==> config.mk <==
export PLATFORM = sky130hd
export DESIGN_NAME = ipi_dispatch
export DESIGN_NICKNAME = d
export VERILOG_FILES = /design/src/rtl/ipi_pkg.sv /design/src/rtl/ipi_cmd_decode.sv /design/src/rtl/ipi_nmi_slot.sv /design/src/rtl/ipi_dispatch.sv
export SDC_FILE = /design/constraint.sdc
export NUM_CORES = 1
export LEC_CHECK = 0
export ABC_CLOCK_PERIOD_IN_PS = 1800
export BUFFER_PORTS_ARGS = -buffer_cell sky130_fd_sc_hd__buf_2
export CAP_MARGIN = 10
export CORE_MARGIN = 2
export CORE_UTILIZATION = 45
export CTS_CLUSTER_DIAMETER = 50
export CTS_CLUSTER_SIZE = 14
export DETAILED_ROUTE_END_ITERATION = 8
export PLACE_DENSITY = 0.72
export SLEW_MARGIN = 30
export SYNTH_ARGS = -nofsm -noshare
export SYNTH_HDL_FRONTEND = slang
export SYNTH_SLANG_ARGS = --single-unit
==> constraint.sdc <==
create_clock -name clk -period 1.8 [get_ports clk]
set_input_delay 0.45 -clock clk [delete_from_list [all_inputs] [get_ports clk]]
set_output_delay 0.45 -clock clk [all_outputs]
set_load 0.02 [all_outputs]
==> src/rtl/ipi_pkg.sv <==
package ipi_pkg;

  localparam int VEC_W  = 8;
  localparam int CMD_W  = 32;

  // low-word field positions (decoded by the dispatcher)
  localparam int VEC_LSB = 0;
  localparam int DM_LSB  = 8;
  localparam int DM_W    = 3;
  localparam int SH_LSB  = 18;
  localparam int SH_W    = 2;

  typedef enum logic [SH_W-1:0] {
    SH_DEST   = 2'b00,
    SH_SELF   = 2'b01,
    SH_ALL    = 2'b10,
    SH_OTHERS = 2'b11
  } shorthand_e;

  localparam logic [DM_W-1:0] DM_FIXED = 3'b000;
  localparam logic [DM_W-1:0] DM_NMI   = 3'b100;

  localparam logic [7:0]       COMPAT_BCAST = 8'hFF;
  localparam logic [CMD_W-1:0] EXT_BCAST    = 32'hFFFF_FFFF;

endpackage

==> src/rtl/ipi_cmd_decode.sv <==
module ipi_cmd_decode
  import ipi_pkg::*;
#(
  parameter int NCORES = 4,
  parameter int SRC_W  = 2
) (
  input  logic                ext_mode,
  input  logic [CMD_W-1:0]    dest,
  input  logic [CMD_W-1:0]    cmd,
  input  logic [SRC_W-1:0]    src,
  output logic [NCORES-1:0]   tgt,
  output logic                is_fix,
  output logic                is_nmi,
  output logic [VEC_W-1:0]    vec
);

  logic [DM_W-1:0]   dmode;
  shorthand_e        sh;
  logic              bcast;
  logic [NCORES-1:0] self_m;
  logic [NCORES-1:0] phys_m;

  assign dmode  = cmd[DM_LSB +: DM_W];
  assign sh     = shorthand_e'(cmd[SH_LSB +: SH_W]);
  assign vec    = cmd[VEC_LSB +: VEC_W];
  assign is_fix = (dmode == DM_FIXED);
  assign is_nmi = (dmode == DM_NMI);
  assign bcast  = ext_mode ? (dest == EXT_BCAST) : (dest[7:0] == COMPAT_BCAST);

  always_comb begin
    for (int i = 0; i < NCORES; i++) begin
      self_m[i] = (src == SRC_W'(i));
      phys_m[i] = ext_mode ? (dest == CMD_W'(i)) : (dest[7:0] == 8'(i));
    end
  end

  always_comb begin
    unique case (sh)
      SH_DEST:   tgt = bcast ? {NCORES{1'b1}} : phys_m;
      SH_SELF:   tgt = self_m;
      SH_ALL:    tgt = {NCORES{1'b1}};
      SH_OTHERS: tgt = ~self_m;
      default:   tgt = '0;
    endcase
  end

endmodule

==> src/rtl/ipi_nmi_slot.sv <==
module ipi_nmi_slot (
  input  logic clk,
  input  logic rst,
  input  logic arrive,
  input  logic done,
  output logic fire
);

  logic svc_q;
  logic pend_q;
  logic fire_q;

  always_ff @(posedge clk) begin
    if (rst) begin
      svc_q  <= 1'b0;
      pend_q <= 1'b0;
      fire_q <= 1'b0;
    end else begin
      fire_q <= 1'b0;
      if (done && svc_q) begin
        if (pend_q) begin
          fire_q <= 1'b1;
          pend_q <= arrive;
        end else if (arrive) begin
          fire_q <= 1'b1;
        end else begin
          svc_q <= 1'b0;
        end
      end else if (arrive) begin
        if (!svc_q) begin
          svc_q  <= 1'b1;
          fire_q <= 1'b1;
        end else begin
          pend_q <= 1'b1;  // already pending: merged
        end
      end
    end
  end

  assign fire = fire_q;

  a_r9_pend_needs_svc: assert property (@(posedge clk) disable iff (rst)
    pend_q |-> svc_q);

  a_r8_fire_has_cause: assert property (@(posedge clk) disable iff (rst)
    fire_q |-> ($past(arrive) || $past(done && pend_q)));

  a_r13_idle_done_inert: assert property (@(posedge clk) disable iff (rst)
    (!svc_q && !arrive) |=> (!svc_q && !fire_q));

endmodule

==> src/rtl/ipi_dispatch.sv <==
module ipi_dispatch
  import ipi_pkg::*;
#(
  parameter int NCORES = 4,
  parameter int SRC_W  = (NCORES > 1) ? $clog2(NCORES) : 1
) (
  input  logic                      clk,
  input  logic                      rst,
  input  logic                      ext_mode,
  input  logic [SRC_W-1:0]          cmd_src,
  input  logic                      cmd_hi_we,
  input  logic                      cmd_lo_we,
  input  logic [CMD_W-1:0]          cmd_wdata,
  input  logic [NCORES-1:0]         nmi_done,
  output logic [NCORES-1:0]         fix_vld,
  output logic [NCORES*VEC_W-1:0]   fix_vec,
  output logic [NCORES-1:0]         nmi_fire
);

  logic [CMD_W-1:0]  dest_q;
  logic [NCORES-1:0] tgt;
  logic              is_fix;
  logic              is_nmi;
  logic [VEC_W-1:0]  vec;

  always_ff @(posedge clk) begin
    if (rst) dest_q <= '0;
    else if (cmd_hi_we) dest_q <= cmd_wdata;
  end

  ipi_cmd_decode #(.NCORES(NCORES), .SRC_W(SRC_W)) dec_i (
    .ext_mode (ext_mode),
    .dest     (dest_q),
    .cmd      (cmd_wdata),
    .src      (cmd_src),
    .tgt      (tgt),
    .is_fix   (is_fix),
    .is_nmi   (is_nmi),
    .vec      (vec)
  );

  for (genvar g = 0; g < NCORES; g++) begin : g_core
    logic             vld_q;
    logic [VEC_W-1:0] vec_q;
    logic             send_fix;

    assign send_fix = cmd_lo_we && is_fix && tgt[g];

    always_ff @(posedge clk) begin
      if (rst) begin
        vld_q <= 1'b0;
        vec_q <= '0;
      end else begin
        vld_q <= send_fix;
        if (send_fix) vec_q <= vec;
      end
    end

    assign fix_vld[g]                 = vld_q;
    assign fix_vec[g*VEC_W +: VEC_W]  = vec_q;

    ipi_nmi_slot slot_i (
      .clk    (clk),
      .rst    (rst),
      .arrive (cmd_lo_we && is_nmi && tgt[g]),
      .done   (nmi_done[g]),
      .fire   (nmi_fire[g])
    );
  end

  a_r2_fix_needs_write: assert property (@(posedge clk) disable iff (rst)
    (|fix_vld) |-> $past(cmd_lo_we));

  a_r2_hi_write_sends_nothing: assert property (@(posedge clk) disable iff (rst)
    (cmd_hi_we && !cmd_lo_we) |=> (fix_vld == '0));

endmodule

==> impl_metrics.toml <==
[placed_design]
place_area_um2 = 4240
place_inst = 556
portBuffers = 82
finalWeightedCongestion = 0.814
post-place-ws_ns = -0.334
place_hpwl_um = 5750

[run]
drv_cap = 0

[global_route]
antenna_found_initial = 0
grt_pass1_vias = 2842
overflow = 0
grtUsageTotal_pct = 19.9
grt_pass1_wl_um = 13200
grt_start_max_net_pins = 33

[route]
dr.pass1.iters = 4
wl_met2_um = 3910
ant_nets = 0
detail_route.vias_per_cell = 4.98
wirelength_met1_um = 3630
wl_met3_um = 292
routed_wirelength_um = 7930
wl_per_cell_um = 13.8
first_iter_violations = 92
vias = 2858
top_layer_used = "met4"
drc = 0

[synthesis]
syn_area_per_cell_um2 = 9.75
ys_seq_elements = 80
synth_cells = 347
yosys.area.top_type = "dfxtp_1"
yosys-top-cells-area = "dfxtp_1 47%, mux2i_1 19%, nor2_1 5.3%"
synthDistinctLibCells = 33
syn_area_um2 = 3380
ys_seq_area_share_pct = 47.3
yosys_warnings = 0
synth_top_cell_area_share_pct = 47.3
syn-num-nets = 390

[floorplanning]
start_util_pct = 46.6
io_pins = 83
die_area_um2 = 8230
core_um2 = 7250
die_y_um = 90.7
rows = 31
chipWidth_um = 90.7

[timing]
skew_ns = 0.00977
layout_setup_ws_ns = -0.318
fmax_ghz = 0.472
tightest_slew_ns = 0.425
grt_setup_unrepaired = "true"
timing_hold_violations_final = 0
period_minus_slack_ns = 2.12
setup_viol = 48
slew_headroom_pct = 71.7
fin_crit_sh_pct = 118
finalMaxSlewViolations = 0

[setup_path]
critPathMaxFanout = 9
end_kind = "flip-flop"
crit_type = "flip-flop to flip-flop"
required_ns = 2.04
startpoint = "dest_q[5]"
rr_worst_depth = 8
r2r_end = "g_core[1].vec_q[7]"
startpoint_type = "flip-flop"
crit_arrival_ns = 2.35
r2r_setup_slack_ns = -0.32
reg2reg_from = "dest_q[5]"
cp-endpoint = "g_core[1].vec_q[7]"

[cts]
cts_buffers = 9
cts_buffer_depth = 2
cts_tree = "built"
cts-root-buf = "clkbuf_8"
cts_sinks = 80
htree_levels = 3
clkTransAtPathRegs_ns = 0.08
insertion_delay_ns = 0.34

[finish]
fin_util_pct = 63.0
diodes = 0
stdcell_area_um2 = 4570
finalNetCount = 513
final_layout_size_suffix_gt1_share_pct = 40.0
finalNonFillerCells = 574
area_growth_pct = 35.1

[outcome]
status = "complete, but fails checks"
violations = "setup timing"

[hold_path]
hold_path_class = "input port to flip-flop"

[power_and_ir_drop]
max-vdd-ir-drop_mv = 0.437
p_leak_nw = 2.25
power.density_nw_per_um2 = 815
==> power breakdown <==
part | switching [W] | internal (W)
Sequential | 0.0000305 | 0.00183
Combinational | 0.000226 | 0.000236
Clock | 0.000628 | 0.000777
==> cells in the mapped netlist <==
| library cell | instances |
|---|---|
| and4_1 | 3 |
| nor3_1 | 1 |
| xnor2_1 | 3 |
| nand3_1 | 1 |
| a21oi_1 | 10 |
| nor4_1 | 8 |
| nand2b_1 | 26 |
| a211oi_1 | 7 |
| buf_2 | 3 |
| a32oi_1 | 3 |
| or4_1 | 2 |
| or4b_1 | 1 |
| clkbuf_1 | 11 |
| or2b_2 | 14 |
| o31ai_1 | 1 |
| dfxtp_1 | 80 |
| and3_1 | 1 |
| and3_2 | 1 |
| mux2i_1 | 64 |
| nor2b_1 | 6 |
| o21ai_0 | 6 |
| buf_6 | 2 |
| buf_1 | 3 |
| inv_1 | 4 |
| o21ai_1 | 1 |
| nand3b_1 | 2 |
| nor2_1 | 48 |
| nand2_1 | 15 |
| a31oi_1 | 1 |
| nor3b_1 | 1 |
| nand4_1 | 9 |
| a2111oi_0 | 1 |
| buf_4 | 8 |
==> cells in the final DEF, fill, tap and decap left out, types with 2 or more instances in the layout <==
master,synthesis,layout
nand2b_1,26,26
o21ai_1,1,2
a21oi_1,10,8
mux2i_1,64,64
nand4_1,9,9
nand2_1,15,15
buf_12,0,4
nor2_1,48,43
o21ai_0,6,5
nor2_4,0,2
nor2b_1,6,6
clkbuf_8,0,9
bufinv_16,0,2
and4_1,3,2
nor4_1,8,7
or2b_2,14,14
a32oi_1,3,2
a211oi_2,0,4
buf_6,2,3
xnor2_1,3,3
buf_4,8,49
buf_2,3,82
a211oi_1,7,3
nor2_2,0,3
a21oi_2,0,2
dfxtp_1,80,78
dfxtp_2,0,2
inv_1,4,4
nand3b_1,2,2
clkinv_2,0,3
or4_4,0,2
==> registers in the layout (all words and copies together), names as in the netlist <==
| register | cells |
|---|---|
| g_core.vld_q | 4 |
| g_core.vec_q | 32 |
| g_core.slot_i.pend_q | 4 |
| g_core.slot_i.svc_q | 4 |
| g_core.slot_i.fire | 4 |
| dest_q | 32 |
==> timing repair <==
action / 4_1_cts / 5_1_grt
gates resized for setup: 18 / 9
endpoints found under the hold margin: 0 / 0
pin swaps: 4 / 1
cloned: 1 / 0
hold buffers: 0 / 0
setup buffers: 1 / 0
endpoints found under the setup margin: 48 / 48
==> per-stage QoR <==
step                power (W)  hold slack (ns)  setup TNS, ns
global placement      0.00232            0.460         -11.63
floorplan             0.00213            0.464          -5.20
finish                0.00373            0.343         -11.63
detailed placement    0.00234            0.465         -10.79
CTS                   0.00374            0.332         -11.04
global route          0.00387            0.355         -14.84
==> how the worst min path moves through the flow <==
stage                                        from                     to  slack (ns)  cells past startpoint
after floorplan           g_core[3].slot_i.pend_q  g_core[3].slot_i.fire        0.46                      2
after global placement         g_core[2].vec_q[2]     g_core[2].vec_q[2]        0.46                      2
after detailed placement       g_core[1].vec_q[7]     g_core[1].vec_q[7]        0.47                      2
after CTS                           cmd_wdata[25]             dest_q[25]        0.33                      3
after global routing                cmd_wdata[21]             dest_q[21]        0.35                      3
final                               cmd_wdata[17]             dest_q[17]        0.34                      3
==> area by class of cell <==
type	count	area [um2]
multi-input combinational	237	1720
sequential	80	1600
fill	624	2680
tap	99	124
inverter	4	15.0
clock buffer	10	128
timing repair buffer	138	892
clock inverter	6	83.8
==> critical path, stage by stage, from the launching register on <==
cell and delay (ns):
dfxtp_2 0.33, buf_6 0.11, or4_4 0.42, or4_4 0.47
nor2_4 0.12, and4_1 0.20, a21oi_1 0.07, buf_12 0.17
mux2i_1 0.11
==> routing by layer <==
layer / GRT usage (%) / up-vias
met5: 0 / -
met4: 8.72 / 0
met3: 3.26 / 10
met2: 33.9 / 63
met1: 24.6 / 1345
li1: - / 1440
==> kinds of logic (layout without fill, tap and decap cells) <==
kind of cell           Yosys count  count (layout)  synth area share (%)
AND/OR/NAND/NOR                139             139                  22.6
buffers and inverters           31             158                  4.88
AO/OA/AOI/OAI                   30              31                  5.51
XOR/XNOR                         3               3                 0.777
multiplexers                    64              64                  18.9
flip-flops                      80              80                  47.3
(Power assumes the default switching activity.)
